<file path="config.mk">
export PLATFORM = sky130hd
export DESIGN_NAME = txcmd_queue
export DESIGN_NICKNAME = d
export VERILOG_FILES = /design/src/rtl/txq_pkg.sv /design/src/rtl/txq_arb.sv /design/src/rtl/txq_store.sv /design/src/rtl/txq_ctrl.sv /design/src/rtl/txcmd_queue.sv
export SDC_FILE = /design/constraint.sdc
export NUM_CORES = 1
export LEC_CHECK = 0
export CAP_MARGIN = 30
export CORE_MARGIN = 5
export CORE_UTILIZATION = 25
export CTS_CLUSTER_SIZE = 14
export DETAILED_ROUTE_END_ITERATION = 8
export SYNTH_ARGS = -nofsm -noshare
export SYNTH_HDL_FRONTEND = slang
export SYNTH_HIERARCHICAL = 1
export SYNTH_SLANG_ARGS = --single-unit
</file>
<file path="constraint.sdc">
create_clock -name clk -period 5.73 [get_ports clk]
set_input_delay 1.719 -clock clk [delete_from_list [all_inputs] [get_ports clk]]
set_output_delay 1.719 -clock clk [all_outputs]
set_load 0.02 [all_outputs]
</file>
<file path="src/rtl/txq_pkg.sv">
package txq_pkg;
  localparam int WORD_W = 32;

  typedef struct packed {
    logic              is_cmd;
    logic [WORD_W-1:0] word;
  } entry_t;
endpackage

</file>
<file path="src/rtl/txq_arb.sv">
module txq_arb
  import txq_pkg::*;
(
  input  logic              cmd_valid,
  input  logic [WORD_W-1:0] cmd_data,
  input  logic              dat_valid,
  input  logic [WORD_W-1:0] dat_data,
  output logic              cmd_ready,
  output logic              dat_ready,
  output logic              push,
  output entry_t            push_entry
);
  // command port wins a same-cycle contest; data must retry
  assign cmd_ready = 1'b1;
  assign dat_ready = ~cmd_valid;
  assign push      = cmd_valid | dat_valid;

  always_comb begin
    if (cmd_valid) begin
      push_entry.is_cmd = 1'b1;
      push_entry.word   = cmd_data;
    end else begin
      push_entry.is_cmd = 1'b0;
      push_entry.word   = dat_data;
    end
  end
endmodule

</file>
<file path="src/rtl/txq_store.sv">
module txq_store
  import txq_pkg::*;
#(
  parameter int DEPTH = 8,
  localparam int AW = (DEPTH > 1) ? $clog2(DEPTH) : 1
) (
  input  logic          clk,
  input  logic          wr_en,
  input  logic [AW-1:0] wr_addr,
  input  entry_t        wr_entry,
  input  logic [AW-1:0] rd_addr,
  output entry_t        rd_entry
);
  entry_t mem [DEPTH];

  always_ff @(posedge clk) begin
    if (wr_en) mem[wr_addr] <= wr_entry;
  end

  assign rd_entry = mem[rd_addr];
endmodule

</file>
<file path="src/rtl/txq_ctrl.sv">
module txq_ctrl #(
  parameter int DEPTH = 8,
  localparam int AW = (DEPTH > 1) ? $clog2(DEPTH) : 1,
  localparam int CW = $clog2(DEPTH + 1)
) (
  input  logic          clk,
  input  logic          rst_n,
  input  logic          push,
  input  logic          out_ready,
  input  logic          flush,
  input  logic          circ_en,
  input  logic          engine_idle,
  output logic          wr_en,
  output logic [AW-1:0] wr_addr,
  output logic [AW-1:0] rd_addr,
  output logic          out_valid,
  output logic [CW-1:0] level,
  output logic          empty,
  output logic          full,
  output logic          overflow
);
  localparam logic [AW-1:0] LAST = AW'(DEPTH - 1);
  localparam logic [CW-1:0] CAP  = CW'(DEPTH);

  logic [AW-1:0] wr_ptr_q, rd_ptr_q, save_ptr_q;
  logic [CW-1:0] count_q, live_q, frozen_q;
  logic          circ_q, ovf_q;

  logic          entering, leaving, pop, reload;
  logic [AW-1:0] rd_eff, save_eff;
  logic [CW-1:0] live_eff;

  function automatic logic [AW-1:0] step_ptr(input logic [AW-1:0] p);
    return (p == LAST) ? '0 : p + AW'(1);
  endfunction

  assign entering = circ_en & ~circ_q;
  assign leaving  = ~circ_en & circ_q;
  assign rd_eff   = leaving  ? save_ptr_q : rd_ptr_q;
  assign save_eff = entering ? rd_ptr_q   : save_ptr_q;
  assign live_eff = entering ? count_q    : live_q;

  assign full      = (count_q == CAP);
  assign wr_en     = push & ~full & ~flush;
  assign out_valid = circ_en ? (live_eff != '0) : (count_q != '0);
  assign pop       = out_valid & out_ready & ~flush;
  assign reload    = circ_en & (live_eff == '0) & engine_idle;

  assign level    = circ_en ? (entering ? count_q : frozen_q) : count_q;
  assign empty    = (level == '0);
  assign overflow = ovf_q;
  assign wr_addr  = wr_ptr_q;
  assign rd_addr  = rd_eff;

  always_ff @(posedge clk) begin
    if (!rst_n) begin
      wr_ptr_q   <= '0;
      rd_ptr_q   <= '0;
      save_ptr_q <= '0;
      count_q    <= '0;
      live_q     <= '0;
      frozen_q   <= '0;
      circ_q     <= 1'b0;
      ovf_q      <= 1'b0;
    end else if (flush) begin
      wr_ptr_q   <= '0;
      rd_ptr_q   <= '0;
      save_ptr_q <= '0;
      count_q    <= '0;
      live_q     <= '0;
      frozen_q   <= '0;
      circ_q     <= circ_en;
      ovf_q      <= 1'b0;
    end else begin
      circ_q <= circ_en;
      if (push & full) ovf_q <= 1'b1;
      if (wr_en) wr_ptr_q <= step_ptr(wr_ptr_q);

      // circular reads leave storage occupied
      if (circ_en) count_q <= count_q + CW'(wr_en);
      else         count_q <= count_q + CW'(wr_en) - CW'(pop);

      if (entering) begin
        frozen_q   <= count_q;
        save_ptr_q <= rd_ptr_q;
      end

      if (reload) begin
        rd_ptr_q <= save_eff;
        live_q   <= count_q + CW'(wr_en);
      end else begin
        rd_ptr_q <= pop ? step_ptr(rd_eff) : rd_eff;
        live_q   <= circ_en ? (live_eff - CW'(pop) + CW'(wr_en)) : '0;
      end
    end
  end
endmodule

</file>
<file path="src/rtl/txcmd_queue.sv">
module txcmd_queue
  import txq_pkg::*;
#(
  parameter int DEPTH = 8,
  localparam int AW = (DEPTH > 1) ? $clog2(DEPTH) : 1,
  localparam int CW = $clog2(DEPTH + 1)
) (
  input  logic              clk,
  input  logic              rst_n,
  input  logic              cmd_valid,
  output logic              cmd_ready,
  input  logic [WORD_W-1:0] cmd_data,
  input  logic              dat_valid,
  output logic              dat_ready,
  input  logic [WORD_W-1:0] dat_data,
  output logic              out_valid,
  input  logic              out_ready,
  output logic [WORD_W-1:0] out_data,
  output logic              out_is_cmd,
  input  logic              flush,
  input  logic              circ_en,
  input  logic              engine_idle,
  output logic [CW-1:0]     level,
  output logic              empty,
  output logic              full,
  output logic              overflow
);
  logic          push, wr_en;
  entry_t        push_entry, head;
  logic [AW-1:0] wr_addr, rd_addr;

  txq_arb u_arb (
    .cmd_valid (cmd_valid),
    .cmd_data  (cmd_data),
    .dat_valid (dat_valid),
    .dat_data  (dat_data),
    .cmd_ready (cmd_ready),
    .dat_ready (dat_ready),
    .push      (push),
    .push_entry(push_entry)
  );

  txq_ctrl #(.DEPTH(DEPTH)) u_ctrl (
    .clk        (clk),
    .rst_n      (rst_n),
    .push       (push),
    .out_ready  (out_ready),
    .flush      (flush),
    .circ_en    (circ_en),
    .engine_idle(engine_idle),
    .wr_en      (wr_en),
    .wr_addr    (wr_addr),
    .rd_addr    (rd_addr),
    .out_valid  (out_valid),
    .level      (level),
    .empty      (empty),
    .full       (full),
    .overflow   (overflow)
  );

  txq_store #(.DEPTH(DEPTH)) u_store (
    .clk     (clk),
    .wr_en   (wr_en),
    .wr_addr (wr_addr),
    .wr_entry(push_entry),
    .rd_addr (rd_addr),
    .rd_entry(head)
  );

  assign out_data   = head.word;
  assign out_is_cmd = head.is_cmd;
endmodule

</file>
-- Word-level counts from Yosys, hierarchy flattened
Memories as Yosys holds them, arrays and structs flattened.
Index checks and enable logic that the tools add are counted.
- flip-flop bits (word level): 23
- memory bits (writable): 264
- input port bits: 72
- output and inout port bits: 43
- logic and storage cells: 55
- memories: 1
- memories (memory ; words ; width ; read ports ; clocked after memory_dff ; wr ports ; RTL line ; RTL):
    u_store.mem ; 8 ; 33 ; 1 ; 0 ; 1 ; txq_store.sv:14 ; entry_t mem [DEPTH];
- add/subtract/negate cells: 6
- eq/ne operators: 3
- mux-type cells: 16
- bitwise operators: 16
- reductions and logical operators: 5
- operators with widths (cell ; count):
    2-to-1 mux 33 bit ; 1
    2-to-1 mux 4 bit ; 6
    2-to-1 mux 3 bit ; 6
    AND 1 bit ; 9
    adder 4 x 1 -> 4 bit ; 2
    zero test 4 bit ; 2
    nonzero test 4 bit ; 2
    subtractor 4 x 1 -> 4 bit ; 2
    adder 3 x 1 -> 3 bit (second input constant) ; 2
    equality test 3 bit (second input constant) ; 2
    inverter 1 bit ; 6
    equality test 4 bit (second input constant) ; 1
    2-to-1 mux 1 bit ; 3
    OR reduction 2 bit ; 1
    bitwise OR 1 bit ; 1

-- Logic depth before layout (Yosys ltp)
- depth in word-level cells: 11
- depth in mapped cells: 16
- depth with buffers taken out: 15

-- By module
Netlist, hierarchy kept.
- by module, submodules not included (module ; times used ; cells an instance ; area an instance (sq um) ; sequential area each (sq um)):
    txq_store ; 1 ; 394 ; 9979.6 ; 7927.6
    txq_ctrl ; 1 ; 151 ; 1381.3 ; 460.4
    txq_arb ; 1 ; 41 ; 565.5 ; 0.0

-- Worst setup path before layout
OpenSTA, ideal clock, no wires.
- path kind: input -> output
- from: input port circ_en
- to: output port out_data[25]
- arrival: 3.618 ns
- data required time: 4.011 ns
- slack: 0.393 ns
- cell stages on the path: 7
- buffers on the path: 3
- cell sequence: buf_6 -> or2b_2 -> mux2_2 -> buf_6 -> buf_6 -> mux4_1 -> mux2_2
- cells in the longest elaborated chain, start to end: 4
- ends and longest elaborated chain (item ; RTL line ; RTL):
    start, declared ; txcmd_queue.sv:21 ; input logic circ_en,
    inverter 1 bit ; txq_ctrl.sv:38 ; assign leaving = ~circ_en & circ_q;
    AND 1 bit ; txq_ctrl.sv:38 ;
    2-to-1 mux 3 bit ; txq_ctrl.sv:39 ; assign rd_eff = leaving ? save_ptr_q : rd_ptr_q;
    named net rd_addr[0] ; txcmd_queue.sv:30 ; logic [AW-1:0] wr_addr, rd_addr;
    memory read (8 x 33 bit) ; - ;
    end, declared ; txcmd_queue.sv:18 ; output logic [WORD_W-1:0] out_data,
The timed path passes the listed nets, and every way through them passes these cells.

-- Worst setup path after layout
- from: input port circ_en
- to: output port out_data[11]
The elaborated chain is that of the path after synthesis.

==> metrics.md <==
| Metric | Value |
|---|---|
| CP max-delay cell | `mux4_2` |
| Post-DRT Antenna Nets | `0` |
| Core Util, Final | `32.1%` |
| Mux share of post-synthesis cell area | `20.8%` |
| Die ar. | `52,200 um2` |
| Overflow after GRT | `0` |
| Total power | `4.63 mW` |
| Synth Area per Inst | `20.4 um2` |
| TritonCTS sink count | `287` |
| CP delay by family, top | `multiplexers` |
| Port bufs | `113` |
| Hold buffers post-CTS | `0` |
| R2r worst-path depth | `15` |
| RSZ-0062 raised after global routing | `false` |
| Final Hold Viols | `0` |
| Max Slew Vio Count | `0` |
| #FFs+latches synth | `287` |
| Routed vias/inst | `4.27` |
| Largest net degree at the start of global routing | `29` |
| Most frequent cell after synthesis | `edfxtp_1` |
| CTS root buf | `clkbuf_16` |
| MaxCap Viol Count | `0` |
| Post-synth ARST share | `0%` |
| Place WS | `-478 ps` |
| Synth Area in XOR/XNOR | `0.441%` |
| Main combinational cell family by area after synthesis | `multiplexers` |
| Num CTS Buffers | `30` |
| Fin crit period | `5660 ps` |
| CP arrival | `3940 ps` |
| Fmax | `0.177 GHz` |
| Static leakage power | `4.96 nW` |
| Initial antenna violation count | `1` |
| CP Capture Type | `primary output` |
| Setup slack, reg-to-reg | `2540 ps` |
| Die height | `228 um` |
| Critical path buffers and inverters | `4` |
| Fill cells | `4,585` |
| # diodes | `0` |
| Hold Path Origin | `u_ctrl/frozen_q[2]` |
| Max FO, Critical Path | `10` |
| 1st-iter DRT viols | `338` |
| Top FF cell, synth | `edfxtp_1` |
| Synth cell count leaders | `edfxtp_1, mux4_2, mux2_2` |
| Launch point of the worst reg-to-reg path | `u_ctrl/circ_q` |
| Number of global-route vias before repair | `6,413` |
| Post-Synth Simple-Gate Area | `2.79%` |
| # IOs | `115` |
| Syn. warnings | `6` |
| Initial Utilization | `25.1%` |
| Area share of the largest cell type after synthesis | `66.5%` |
| Detailed-route DRC error count | `0` |
| CP cell instances | `dlygate4sd2_1, or2b_4, mux2_4, buf_12, buf_12, mux4_2, mux2_2, dlygate4sd2_1` |
| Post-synth EDFFs | `264` |
| Post-synthesis compound-gate area fraction | `1.77%` |
| Hold path cells | `2` |
| Worst reg2reg endpoint | `u_ctrl/live_q[2]` |
| Setup TNS | `0 ps` |
| Total GRT Usage | `9.93%` |
| Worst Tran Pin Value | `602 ps` |
| # setup viols final | `0` |
| Synth top area cells | `edfxtp_1, mux4_2, mux2_2` |
| Max transition margin | `59.8%` |
| Yosys cell types | `40` |
| Largest area contributor in the netlist | `edfxtp_1` |
| Detailed placer's ending HPWL | `16,300 um` |
| Worst path required time | `4010 ps` |
| Via count | `5,893` |
| Global-route wire length before repair | `40,000 um` |
| Period utilization | `98.7%` |
| H-tree depth | `1` |
| CP Class | `primary input to primary output` |
| Core ar. | `47,400 um2` |
| Synthesized-area fraction occupied by adder cells | `1.53%` |
| Drt first pass iters | `4` |
| Worst VDD drop | `259 uV` |
| Startpoint Class | `primary input` |
| CTS tree | `yes` |
| CTS Buffer Depth | `3` |
| Row count | `80` |
| Share of cells above drive strength 1 | `33.7%` |
| Post-route setup slack | `71.8 ps` |
| Max stage delay on crit path | `420 ps` |
| Routed WL | `26,100 um` |
| Final Skew | `49.0 ps` |
| Chip width | `228 um` |
| Sequential share of the synthesized area | `70.3%` |
| Worst-Skew Late Latency | `590 ps` |
| Global placer's final weighted congestion | `0.715` |
| Area Growth Syn to Fin | `27.6%` |
| Power Dens Cells | `304 nW/um2` |
| HP Class | `register to register` |
| WHS | `452 ps` |
| Layout net count | `828` |
| Clock Pin Slew Worst Setup and Hold Paths | `60 ps` |
| Post-Syn Area | `11,900 um2` |
| Post-Syn Instances | `586` |
| Post-Syn Nets | `672` |
| Hold path endpoint | `u_ctrl/frozen_q[2]` |
| Outcome | `completed` |
| WL/cell | `18.9 um` |
[final cells by class]
cell class / count / area, um2 / share of cell area, %
clock buffers: 36 / 773 / 5.08
flip-flops and latches: 287 / 8390 / 55.1
multi-input cells: 262 / 3360 / 22.1
well taps: 615 / 769 / 5.05
clock inverters: 20 / 229 / 1.50
inverters: 7 / 26.3 / 0.173
repair buffers: 154 / 1680 / 11.0
[worst register-to-register path: stages, from the launching register on]
cell and delay [ps]:
dfxtp_1 410, and2b_4 220, nand2_1 80, a21boi_0 270
ha_1 200, nand2_1 90, a2111oi_4 300, buf_4 190
a2111oi_4 60, ha_1 300, inv_1 40, ha_1 200
fa_1 390, xor2_1 150, nand3_1 80, a21oi_1 150
[sequential cells by signal, indices dropped and copies added (netlist names)]
name and cells:
u_ctrl/wr_addr 3, u_ctrl/circ_q 1, u_ctrl/frozen_q 4, u_ctrl/rd_ptr_q 3, u_store/mem 264, u_ctrl/overflow 1, u_ctrl/live_q 4, u_ctrl/count_q 4
u_ctrl/save_ptr_q 3
[power breakdown]
group / leakage, nW / switching [mW] / total (mW) / internal [mW]
logic: 1.91 / 0.171 / 0.342 / 0.170
registers: 2.58 / 0.00869 / 2.34 / 2.33
clock network: 0.480 / 0.800 / 1.95 / 1.15
total: 4.96 / 0.980 / 4.63 / 3.65
[through the flow]
| step | cells | area (um2) |
|---|---|---|
| finish | 1381 | 15200 |
| global route | 1381 | 15200 |
| global placement | 1316 | 14100 |
| floorplan | 586 | 11900 |
| CTS | 1381 | 15200 |
| detailed placement | 1316 | 14100 |
[repair_timing]
action | in CTS | in global routing
pin swaps | 0 | 0
resized for setup | 133 | 5
gates cloned | 4 | 0
setup buffers | 5 | 0
endpoints found under the setup margin | 34 | 5
[routing by layer]
layer	part of all wire (%)	track usage (%)	up-vias
met3	4.7	2.11	39
met5	0	0	-
met4	1.9	2.08	0
met1	46	13.9	3032
met2	47	16.1	137
li1	-	-	2685
[cell families after synthesis]
group | count (synthesis)
XOR/XNOR | 6
adder cells (fa/ha/maj) | 14
other | 1
flip-flops | 287
multiplexers | 144
AO/OA/AOI/OAI | 28
buffers and inverters | 37
AND/OR/NAND/NOR | 69
[placed cells by master (no fill, tap or decap), types with 4 or more instances in the layout]
master,count
edfxtp_1,264
clkdlybuf4s50_1,77
clkinv_1,7
mux2_2,36
mux4_1,6
nand2b_1,9
nor2_1,15
a21oi_1,17
mux2i_1,5
buf_12,17
dfxtp_1,23
buf_6,8
nand2_1,20
mux4_2,60
clkinv_2,4
nand3_1,6
nor2_4,6
clkbuf_1,6
clkbuf_16,30
buf_2,17
bufinv_16,4
mux2_4,37
inv_1,7
ha_1,13
dlygate4sd2_1,8
buf_4,19
[how the worst max path moves through the flow]
stage	start	end	slack, ps	depth (start not counted)
4_1_cts	circ_en	out_data[24]	7	8
3_5_place_dp	circ_en	out_data[1]	-480	7
2_1_floorplan	circ_en	out_data[25]	390	7
6_report	circ_en	out_data[11]	70	8
3_3_place_gp	circ_en	out_data[1]	-480	7
5_1_grt	circ_en	out_data[4]	6	8
No activity file was read; power rests on OpenSTA's default activity.
